==> src/rtl/impl_pkg.sv <==
package impl_pkg;

  localparam int NVAR = 6;
  localparam int NCLS = 4;
  localparam int CLW  = 3;

  typedef struct packed {
    logic pos;
    logic neg;
  } lpair_t;

  localparam lpair_t LP_FREE = '{pos: 1'b0, neg: 1'b0};

  // literal of a variable is known false: positive literal -> neg rail set,
  // negated literal -> pos rail set
  function automatic logic lit_false(lpair_t p, logic positive);
    return positive ? p.neg : p.pos;
  endfunction

  // pair loaded at the next edge from gathered terms
  function automatic lpair_t pair_next(logic any_pos, logic any_neg,
                                       logic a_pos, logic a_neg,
                                       logic clr);
    lpair_t r;
    r.pos = (any_pos | a_pos) & ~clr;
    r.neg = (any_neg | a_neg) & ~clr;
    return r;
  endfunction

  function automatic logic pair_differs(lpair_t a, lpair_t b);
    return ((a.pos ^ b.pos) | (a.neg ^ b.neg));
  endfunction

endpackage

==> src/rtl/clause_imp.sv <==
module clause_imp
  import impl_pkg::*;
#(
  parameter int          NLIT = CLW,
  parameter logic [NLIT-1:0] POL = '1
) (
  input  lpair_t [NLIT-1:0] lits,
  output logic   [NLIT-1:0] imp
);

  logic [NLIT-1:0] fls;

  generate
    for (genvar j = 0; j < NLIT; j++) begin : g_false
      assign fls[j] = lit_false(lits[j], POL[j]);
    end
    for (genvar k = 0; k < NLIT; k++) begin : g_imp
      logic others_false;
      always_comb begin
        others_false = 1'b1;
        for (int j = 0; j < NLIT; j++) begin
          if (j != k) others_false = others_false & fls[j];
        end
      end
      assign imp[k] = others_false;
    end
  endgenerate

endmodule

==> src/rtl/lit_cell.sv <==
module lit_cell
  import impl_pkg::*;
#(
  parameter int NPT = 1,
  parameter int NNT = 1
) (
  input  logic           clk,
  input  logic           rst,
  input  logic           gclear,
  input  logic           asg_pos,
  input  logic           asg_neg,
  input  logic [NPT-1:0] pos_terms,
  input  logic [NNT-1:0] neg_terms,
  output lpair_t         lit,
  output logic           lchange,
  output logic           lconflict
);

  lpair_t nxt;
  logic   any_pos, any_neg;

  assign any_pos = |pos_terms;
  assign any_neg = |neg_terms;
  assign nxt     = pair_next(any_pos, any_neg, asg_pos, asg_neg, gclear);

  always_ff @(posedge clk) begin
    if (rst) lit <= LP_FREE;
    else     lit <= nxt;
  end

  assign lchange   = pair_differs(nxt, lit);
  assign lconflict = lit.pos & lit.neg;

  a_r8_clear_frees: assert property (@(posedge clk) disable iff (rst)
    gclear |=> (lit == LP_FREE));
  a_r9_reset_frees: assert property (@(posedge clk)
    rst |=> (lit == LP_FREE));
  a_r4_asg_pos: assert property (@(posedge clk) disable iff (rst)
    (asg_pos && !gclear) |=> lit.pos);
  a_r4_asg_neg: assert property (@(posedge clk) disable iff (rst)
    (asg_neg && !gclear) |=> lit.neg);
  a_r6_quiet_holds: assert property (@(posedge clk) disable iff (rst)
    !lchange |=> $stable(lit));
  a_r7_both_assigned: assert property (@(posedge clk) disable iff (rst)
    (asg_pos && asg_neg && !gclear) |=> lconflict);

endmodule

==> src/rtl/impl_array.sv <==
module impl_array
  import impl_pkg::*;
(
  input  logic            clk,
  input  logic            rst,
  input  logic            gclear,
  input  logic [NVAR-1:0] asg_pos,
  input  logic [NVAR-1:0] asg_neg,
  output logic [NVAR-1:0] val_pos,
  output logic [NVAR-1:0] val_neg,
  output logic [NVAR-1:0] lchange,
  output logic [NVAR-1:0] lconflict,
  output logic            gchange,
  output logic            gconflict
);

  lpair_t          cur [NVAR];
  logic [CLW-1:0]  c_imp [NCLS];

  // clause 0: (x1 | ~x2 | ~x3)
  clause_imp #(.NLIT(CLW), .POL(3'b001)) u_c0 (
    .lits ({cur[2], cur[1], cur[0]}), .imp (c_imp[0]));
  // clause 1: (x1 | x2 | ~x4)
  clause_imp #(.NLIT(CLW), .POL(3'b011)) u_c1 (
    .lits ({cur[3], cur[1], cur[0]}), .imp (c_imp[1]));
  // clause 2: (~x1 | x2 | x5)
  clause_imp #(.NLIT(CLW), .POL(3'b110)) u_c2 (
    .lits ({cur[4], cur[1], cur[0]}), .imp (c_imp[2]));
  // clause 3: (~x1 | ~x4 | ~x6)
  clause_imp #(.NLIT(CLW), .POL(3'b000)) u_c3 (
    .lits ({cur[5], cur[3], cur[0]}), .imp (c_imp[3]));

  // x1: positive in clauses 0,1; negated in clauses 2,3
  lit_cell #(.NPT(2), .NNT(2)) u_v1 (
    .clk, .rst, .gclear, .asg_pos (asg_pos[0]), .asg_neg (asg_neg[0]),
    .pos_terms ({c_imp[0][0], c_imp[1][0]}),
    .neg_terms ({c_imp[2][0], c_imp[3][0]}),
    .lit (cur[0]), .lchange (lchange[0]), .lconflict (lconflict[0]));
  // x2: positive in clauses 1,2; negated in clause 0
  lit_cell #(.NPT(2), .NNT(1)) u_v2 (
    .clk, .rst, .gclear, .asg_pos (asg_pos[1]), .asg_neg (asg_neg[1]),
    .pos_terms ({c_imp[1][1], c_imp[2][1]}),
    .neg_terms (c_imp[0][1]),
    .lit (cur[1]), .lchange (lchange[1]), .lconflict (lconflict[1]));
  // x3: negated in clause 0 only
  lit_cell #(.NPT(1), .NNT(1)) u_v3 (
    .clk, .rst, .gclear, .asg_pos (asg_pos[2]), .asg_neg (asg_neg[2]),
    .pos_terms (1'b0),
    .neg_terms (c_imp[0][2]),
    .lit (cur[2]), .lchange (lchange[2]), .lconflict (lconflict[2]));
  // x4: negated in clauses 1,3
  lit_cell #(.NPT(1), .NNT(2)) u_v4 (
    .clk, .rst, .gclear, .asg_pos (asg_pos[3]), .asg_neg (asg_neg[3]),
    .pos_terms (1'b0),
    .neg_terms ({c_imp[1][2], c_imp[3][1]}),
    .lit (cur[3]), .lchange (lchange[3]), .lconflict (lconflict[3]));
  // x5: positive in clause 2 only
  lit_cell #(.NPT(1), .NNT(1)) u_v5 (
    .clk, .rst, .gclear, .asg_pos (asg_pos[4]), .asg_neg (asg_neg[4]),
    .pos_terms (c_imp[2][2]),
    .neg_terms (1'b0),
    .lit (cur[4]), .lchange (lchange[4]), .lconflict (lconflict[4]));
  // x6: negated in clause 3 only
  lit_cell #(.NPT(1), .NNT(1)) u_v6 (
    .clk, .rst, .gclear, .asg_pos (asg_pos[5]), .asg_neg (asg_neg[5]),
    .pos_terms (1'b0),
    .neg_terms (c_imp[3][2]),
    .lit (cur[5]), .lchange (lchange[5]), .lconflict (lconflict[5]));

  generate
    for (genvar i = 0; i < NVAR; i++) begin : g_out
      assign val_pos[i] = cur[i].pos;
      assign val_neg[i] = cur[i].neg;
    end
  endgenerate

  assign gchange   = |lchange;
  assign gconflict = |lconflict;

  a_r10_settled_holds: assert property (@(posedge clk) disable iff (rst)
    !gchange |=> ($stable(val_pos) && $stable(val_neg)));
  a_r10_conflict_seen: assert property (@(posedge clk) disable iff (rst)
    (|(val_pos & val_neg)) |-> gconflict);

endmodule

==> config.mk <==
export PLATFORM = sky130hd
export DESIGN_NAME = impl_array
export DESIGN_NICKNAME = d
export VERILOG_FILES = /design/src/rtl/impl_pkg.sv /design/src/rtl/clause_imp.sv /design/src/rtl/lit_cell.sv /design/src/rtl/impl_array.sv
export SDC_FILE = /design/constraint.sdc
export NUM_CORES = 1
export LEC_CHECK = 0
export BUFFER_PORTS_ARGS = -buffer_cell sky130_fd_sc_hd__buf_4
export CAP_MARGIN = 10
export CELL_PAD_IN_SITES_DETAIL_PLACEMENT = 1
export CELL_PAD_IN_SITES_GLOBAL_PLACEMENT = 2
export CORE_MARGIN = 3
export CORE_UTILIZATION = 27
export CTS_CLUSTER_DIAMETER = 80
export DETAILED_ROUTE_END_ITERATION = 16
export PLACE_DENSITY_LB_ADDON = 0.1
export SLEW_MARGIN = 40
export SYNTH_ARGS = -nofsm -noshare
export SYNTH_HDL_FRONTEND = slang
export SYNTH_SLANG_ARGS = --single-unit
==> constraint.sdc <==
create_clock -name clk -period 3.5 [get_ports clk]
set_input_delay 0.7 -clock clk [delete_from_list [all_inputs] [get_ports clk]]
set_output_delay 0.7 -clock clk [all_outputs]
set_load 0.02 [all_outputs]
# Word level (Yosys, flattened, before mapping)
# Cells that the tools add are included.
dict set report classes {
  bitwise_logic 57
  reduce_logical 6
}
# op count
set op_table {}
lappend op_table {{1-bit bitwise AND} 30}
lappend op_table {{1-bit OR} 14}
lappend op_table {{6-bit OR reduction} 2}
lappend op_table {{1-bit XOR} 12}
lappend op_table {{2-bit OR reduction} 4}
lappend op_table {{1-bit NOT} 1}
dict set report word_totals {
  ff_bits 12
  in_bits 15
  output_inout_bits 26
  elab_cells 75
}

# Longest topological paths before layout
dict set report depth {
  word_depth 7
  ltp_mapped 6
  mapped_depth_nobuf 5
}

# Modules after synthesis
# Synthesis repeated with hierarchy kept, for this count alone.
dict set report unflattened {
  hier_cells 123
  hier_area_um2 977.2
}
# module instances cells_each area_each_um2 seq_area_each_um2
set modules_own_cells {}
lappend modules_own_cells {{lit_cell at u_v3 ...} 3 15 127.6 40.0}
lappend modules_own_cells {clause_imp 4 6 41.3 0.0}
lappend modules_own_cells {{lit_cell at u_v1} 1 15 133.9 40.0}
lappend modules_own_cells {{lit_cell at u_v2} 1 15 132.6 40.0}
lappend modules_own_cells {{lit_cell at u_v4} 1 17 131.4 40.0}
lappend modules_own_cells {impl_array 1 7 31.3 0.0}

# Worst setup path before layout
# No wires, ideal clock.
dict set report synth_timing {
  kind {input to output}
  startpoint {input gclear}
  endpoint {output gchange}
  arrival_ns 2.092
  required_time_ns 2.800
  slack_ns 0.708
  stages 5
  n_path_buf 1
  cell_sequence {clkbuf_1 or4_1 o211ai_1 o311ai_1 or4_1}
}
dict set report synth_between {
  elab_chain_len 5
  elab_cells_between_ends 32
  classes_between {bitwise (31); reduce/logical (1)}
}
# item line
set synth_lines {}
lappend synth_lines {{start, declared} impl_array.sv:6} ;# input logic gclear,
lappend synth_lines {{1-bit NOT *} {impl_pkg.sv:25, impl_pkg.sv:26}}
lappend synth_lines {{1-bit bitwise AND (on tied branches)} {impl_pkg.sv:25, impl_pkg.sv:26}}
lappend synth_lines {{1-bit XOR} impl_pkg.sv:31} ;# return ((a.pos ^ b.pos) | (a.neg ^ b.neg));
lappend synth_lines {{1-bit OR} impl_pkg.sv:31}
lappend synth_lines {{6-bit OR reduction *} impl_array.sv:77} ;# assign gchange = |lchange;
lappend synth_lines {{end, declared} impl_array.sv:13} ;# output logic gchange,
# Mark *: on every way between the ends. The rest lies on a longest branch, timed or not.

# Worst setup path in the final report
dict set report layout_timing {
  startpoint {register u_v1.lit[0] in the netlist's numbering}
  endpoint {output gchange}
}
dict set report layout_between {
  elab_chain_len 7
  elab_cells_between_ends 24
  classes_between {bitwise (21); reduce/logical (3)}
}
# item line
set layout_lines {}
lappend layout_lines {{start, declared} lit_cell.sv:14} ;# output lpair_t lit,
lappend layout_lines {{start signal, assigned} lit_cell.sv:28} ;# else lit <= nxt;
lappend layout_lines {{1-bit bitwise AND} clause_imp.sv:22} ;# if (j != k) others_false = others_false & fls[j];
lappend layout_lines {{2-bit OR reduction (on tied branches)} {lit_cell.sv:22, lit_cell.sv:23}}
lappend layout_lines {{1-bit OR (on tied branches)} {impl_pkg.sv:25, impl_pkg.sv:26}}
lappend layout_lines {{1-bit bitwise AND (on tied branches)} {impl_pkg.sv:25, impl_pkg.sv:26}}
lappend layout_lines {{1-bit XOR} impl_pkg.sv:31}
lappend layout_lines {{1-bit OR} impl_pkg.sv:31}
lappend layout_lines {{6-bit OR reduction *} impl_array.sv:77}
# Marks and branches as above.

==> results.sh <==
export IMPL_status="complete, no violations"
export IMPL_clkLatencyLatePin_ps=280
export IMPL_skew_ps=4.75
export IMPL_start_util_pct=29.0
export IMPL_vias=887
export IMPL_clock_sinks=12
export IMPL_dp_slack_ps=390
export IMPL_drv_slew=0
export IMPL_die_w_um=64.2
export IMPL_antenna_found_initial=0
export IMPL_wl_per_cell_um=15.0
export IMPL_groute_usage_overall_pct=13.5
export IMPL_clk_pin_slew_ps=90
export IMPL_ys_warn_count=0
export IMPL_cts_max_level=1
export IMPL_synth_edf_count=0
export IMPL_peakVddDrop_v=0.0000947
export IMPL_path_buf_inv=1
export IMPL_critPathSlowestCell="dfxtp_1"
export IMPL_crit_top_cell="or4_1"
export IMPL_hold_buffers=0
export IMPL_io_buffers=40
export IMPL_whs_ps=654
export IMPL_die_y_um=64.2
export IMPL_synth_top_cell_area_share_pct=26.3
export IMPL_rows=20
export IMPL_overflow=0
export IMPL_r2r_end="u_v2.lit[1]$_SDFF_PP0_"
export IMPL_ys_top_cells_by_area="dfxtp_1 26%, buf_4 11%, and2_1 6.2%, nor2_1 5.7%, a21oi_1 3.3%"
export IMPL_hold_class="primary input to register"
export IMPL_gp_congestion=0.763
export IMPL_drt_initial_drc_count=14
export IMPL_grt_pass1_vias=897
export IMPL_cts_setup_buffers=0
export IMPL_r2r_start="u_v1.lit[0]$_SDFF_PP0_"
export IMPL_cp_required_ps=2800
export IMPL_grt_setup_unrepaired="no"
export IMPL_worst_slack_ps=276
export IMPL_drt_vias_per_instance=4.96
export IMPL_yosysMostFrequentCell="nor2_1"
export IMPL_worstPathCellList="a21oi_1 > or4_1 > o211ai_1 > o311ai_1 > or4_1 > buf_4"
export IMPL_area_growth_pct=27.9
export IMPL_critPathMaxFanout=10
export IMPL_start_kind="register"
export IMPL_wl_um=2680
export IMPL_syn_area_per_cell_um2=8.31
export IMPL_core_area_um2=3150
export IMPL_yosysSeqAreaShare_pct=26.3
export IMPL_syn_num_nets=125
export IMPL_finalInstanceArea_um2=1170
export IMPL_nets=151
export IMPL_max_freq_mhz=310
export IMPL_syn_area_um2=915
export IMPL_drtAntennaViolNets=0
export IMPL_period_share_pct=92.1
export IMPL_post_dp_cell_area_um2=1130
export IMPL_path_class="register to primary output"
export IMPL_end_kind="primary output"
export IMPL_critical_path_max_stage_delay_ps=630
export IMPL_synthArstFlopShare_pct=0
export IMPL_worstHoldStart="asg_neg[4]"
export IMPL_grt_max_degree=18
export IMPL_path_depth=6
export IMPL_synth_common_cells="14 x nor2_1, 13 x buf_4, 12 x dfxtp_1, 9 x and2_1, 6 x a21oi_1"
export IMPL_synth_cells=110
export IMPL_r2r_slack_ps=2290
export IMPL_final_setup_tns_ps=0
export IMPL_n_antenna_cell=0
export IMPL_synth_flop_cell="dfxtp_1"
export IMPL_synth_top_area_cell="dfxtp_1"
export IMPL_dp_hpwl_um=2150
export IMPL_synth_cell_types=33
export IMPL_cts_buffers=3
export IMPL_cts_tree="built"
export IMPL_drc=0
export IMPL_finalHoldViolations=0
export IMPL_maxCapViolCount=0
export IMPL_arrival_ps=2520
export IMPL_layout_min_cycle_time_ps=3220
export IMPL_firstDrtPassIters=4
export IMPL_leakagePower_nw=0.510
export IMPL_ff2ff_path_depth=2
export IMPL_root_buffer="clkbuf_4"
export IMPL_power_density_nw_per_um2=316
export IMPL_clk_path_buf_depth=2
export IMPL_cts_resized=0
export IMPL_grt_first_pass_wirelength_um=4360
export IMPL_die_area_um2=4120
export IMPL_cp_endpoint="gchange"
export IMPL_synth_seq_cells=12
export IMPL_worst_pin_slew_ps=492
export IMPL_setup_violations=0
export IMPL_drive_gt1_share_pct=39.3
export IMPL_startpoint="u_v1.lit[0]$_SDFF_PP0_"
export IMPL_cp_top_family="simple AND/OR/NAND/NOR gates"
export IMPL_pin_count=41
export IMPL_relSlewSlack_pct=67.2
==> state kept, by name, summed over array words and instances, names as in the netlist <==
| signal | count |
|---|---|
| u_v1.lit | 2 |
| u_v2.lit | 2 |
| u_v3.lit | 2 |
| u_v4.lit | 2 |
| u_v5.lit | 2 |
| u_v6.lit | 2 |
==> metal layers <==
layer / part of all wire (%) / global-route usage, %
met1: 48 / 17.1
met2: 45 / 21.5
met3: 6.8 / 4.04
met4: 0.71 / 4.75
met5: 0 / 0
==> layout by cell type (no fill, tap or decap), types with 4 or more instances in the layout <==
cell	n
buf_4	40
nor2_1	14
dfxtp_1	12
and2_1	9
a21oi_1	6
or4_1	4
inv_1	4
==> final cells by class <==
class                           count  area, um^2
Fill cell                         394        1980
Timing Repair Buffer               40         300
Multi-Input combinational cell     75         523
Inverter                            4        15.0
Clock buffer                        4        36.3
Sequential cell                    12         240
Tap cell                           44        55.1
==> power breakdown <==
part / internal, W / switching (W) / leakage (nW) / total [W]
Clock: 0.0000632 / 0.0000518 / 0.0210 / 0.000115
Combinational: 0.0000468 / 0.0000515 / 0.390 / 0.0000983
Sequential: 0.000142 / 0.0000141 / 0.0986 / 0.000156
Total: 0.000252 / 0.000117 / 0.510 / 0.000370
==> worst reg2reg max path: cells and delay by family, from the launching register on <==
family	cells	cell delay, ps
AOI/OAI and AO/OA	1	540
and+or+nand+nor	1	90
DFF	1	470
==> cell families (layout without fill, tap and decap cells) <==
kind of cell    after synthesis  after routing  synth area share, %
xor+xnor                      4              4                 3.83
mux                           2              2                 2.46
buf+inv                      23             48                 16.6
flops                        12             12                 26.3
simple gates                 44             44                 28.6
compound gates               25             25                 22.3
==> stage by stage <==
| step | util (%) | cells | power [W] |
|---|---|---|---|
| finish | 37.1 | 179 | 0.000370 |
| global route | 37.1 | 179 | 0.000395 |
| CTS | 37.1 | 179 | 0.000377 |
| detailed placement | 36.0 | 175 | 0.000259 |
| global placement | 36.0 | 175 | 0.000258 |
| floorplan | - | 110 | 0.000224 |
==> how the worst min path moves through the flow <==
stage                              to  cells past startpoint
3_3_place_gp   u_v1.lit[1]$_SDFF_PP0_                      2
2_1_floorplan  u_v3.lit[0]$_SDFF_PP0_                      2
4_1_cts        u_v5.lit[0]$_SDFF_PP0_                      2
3_5_place_dp   u_v1.lit[1]$_SDFF_PP0_                      2
6_report       u_v5.lit[0]$_SDFF_PP0_                      2
5_1_grt        u_v5.lit[0]$_SDFF_PP0_                      2
No activity file was read; power rests on OpenSTA's default activity.
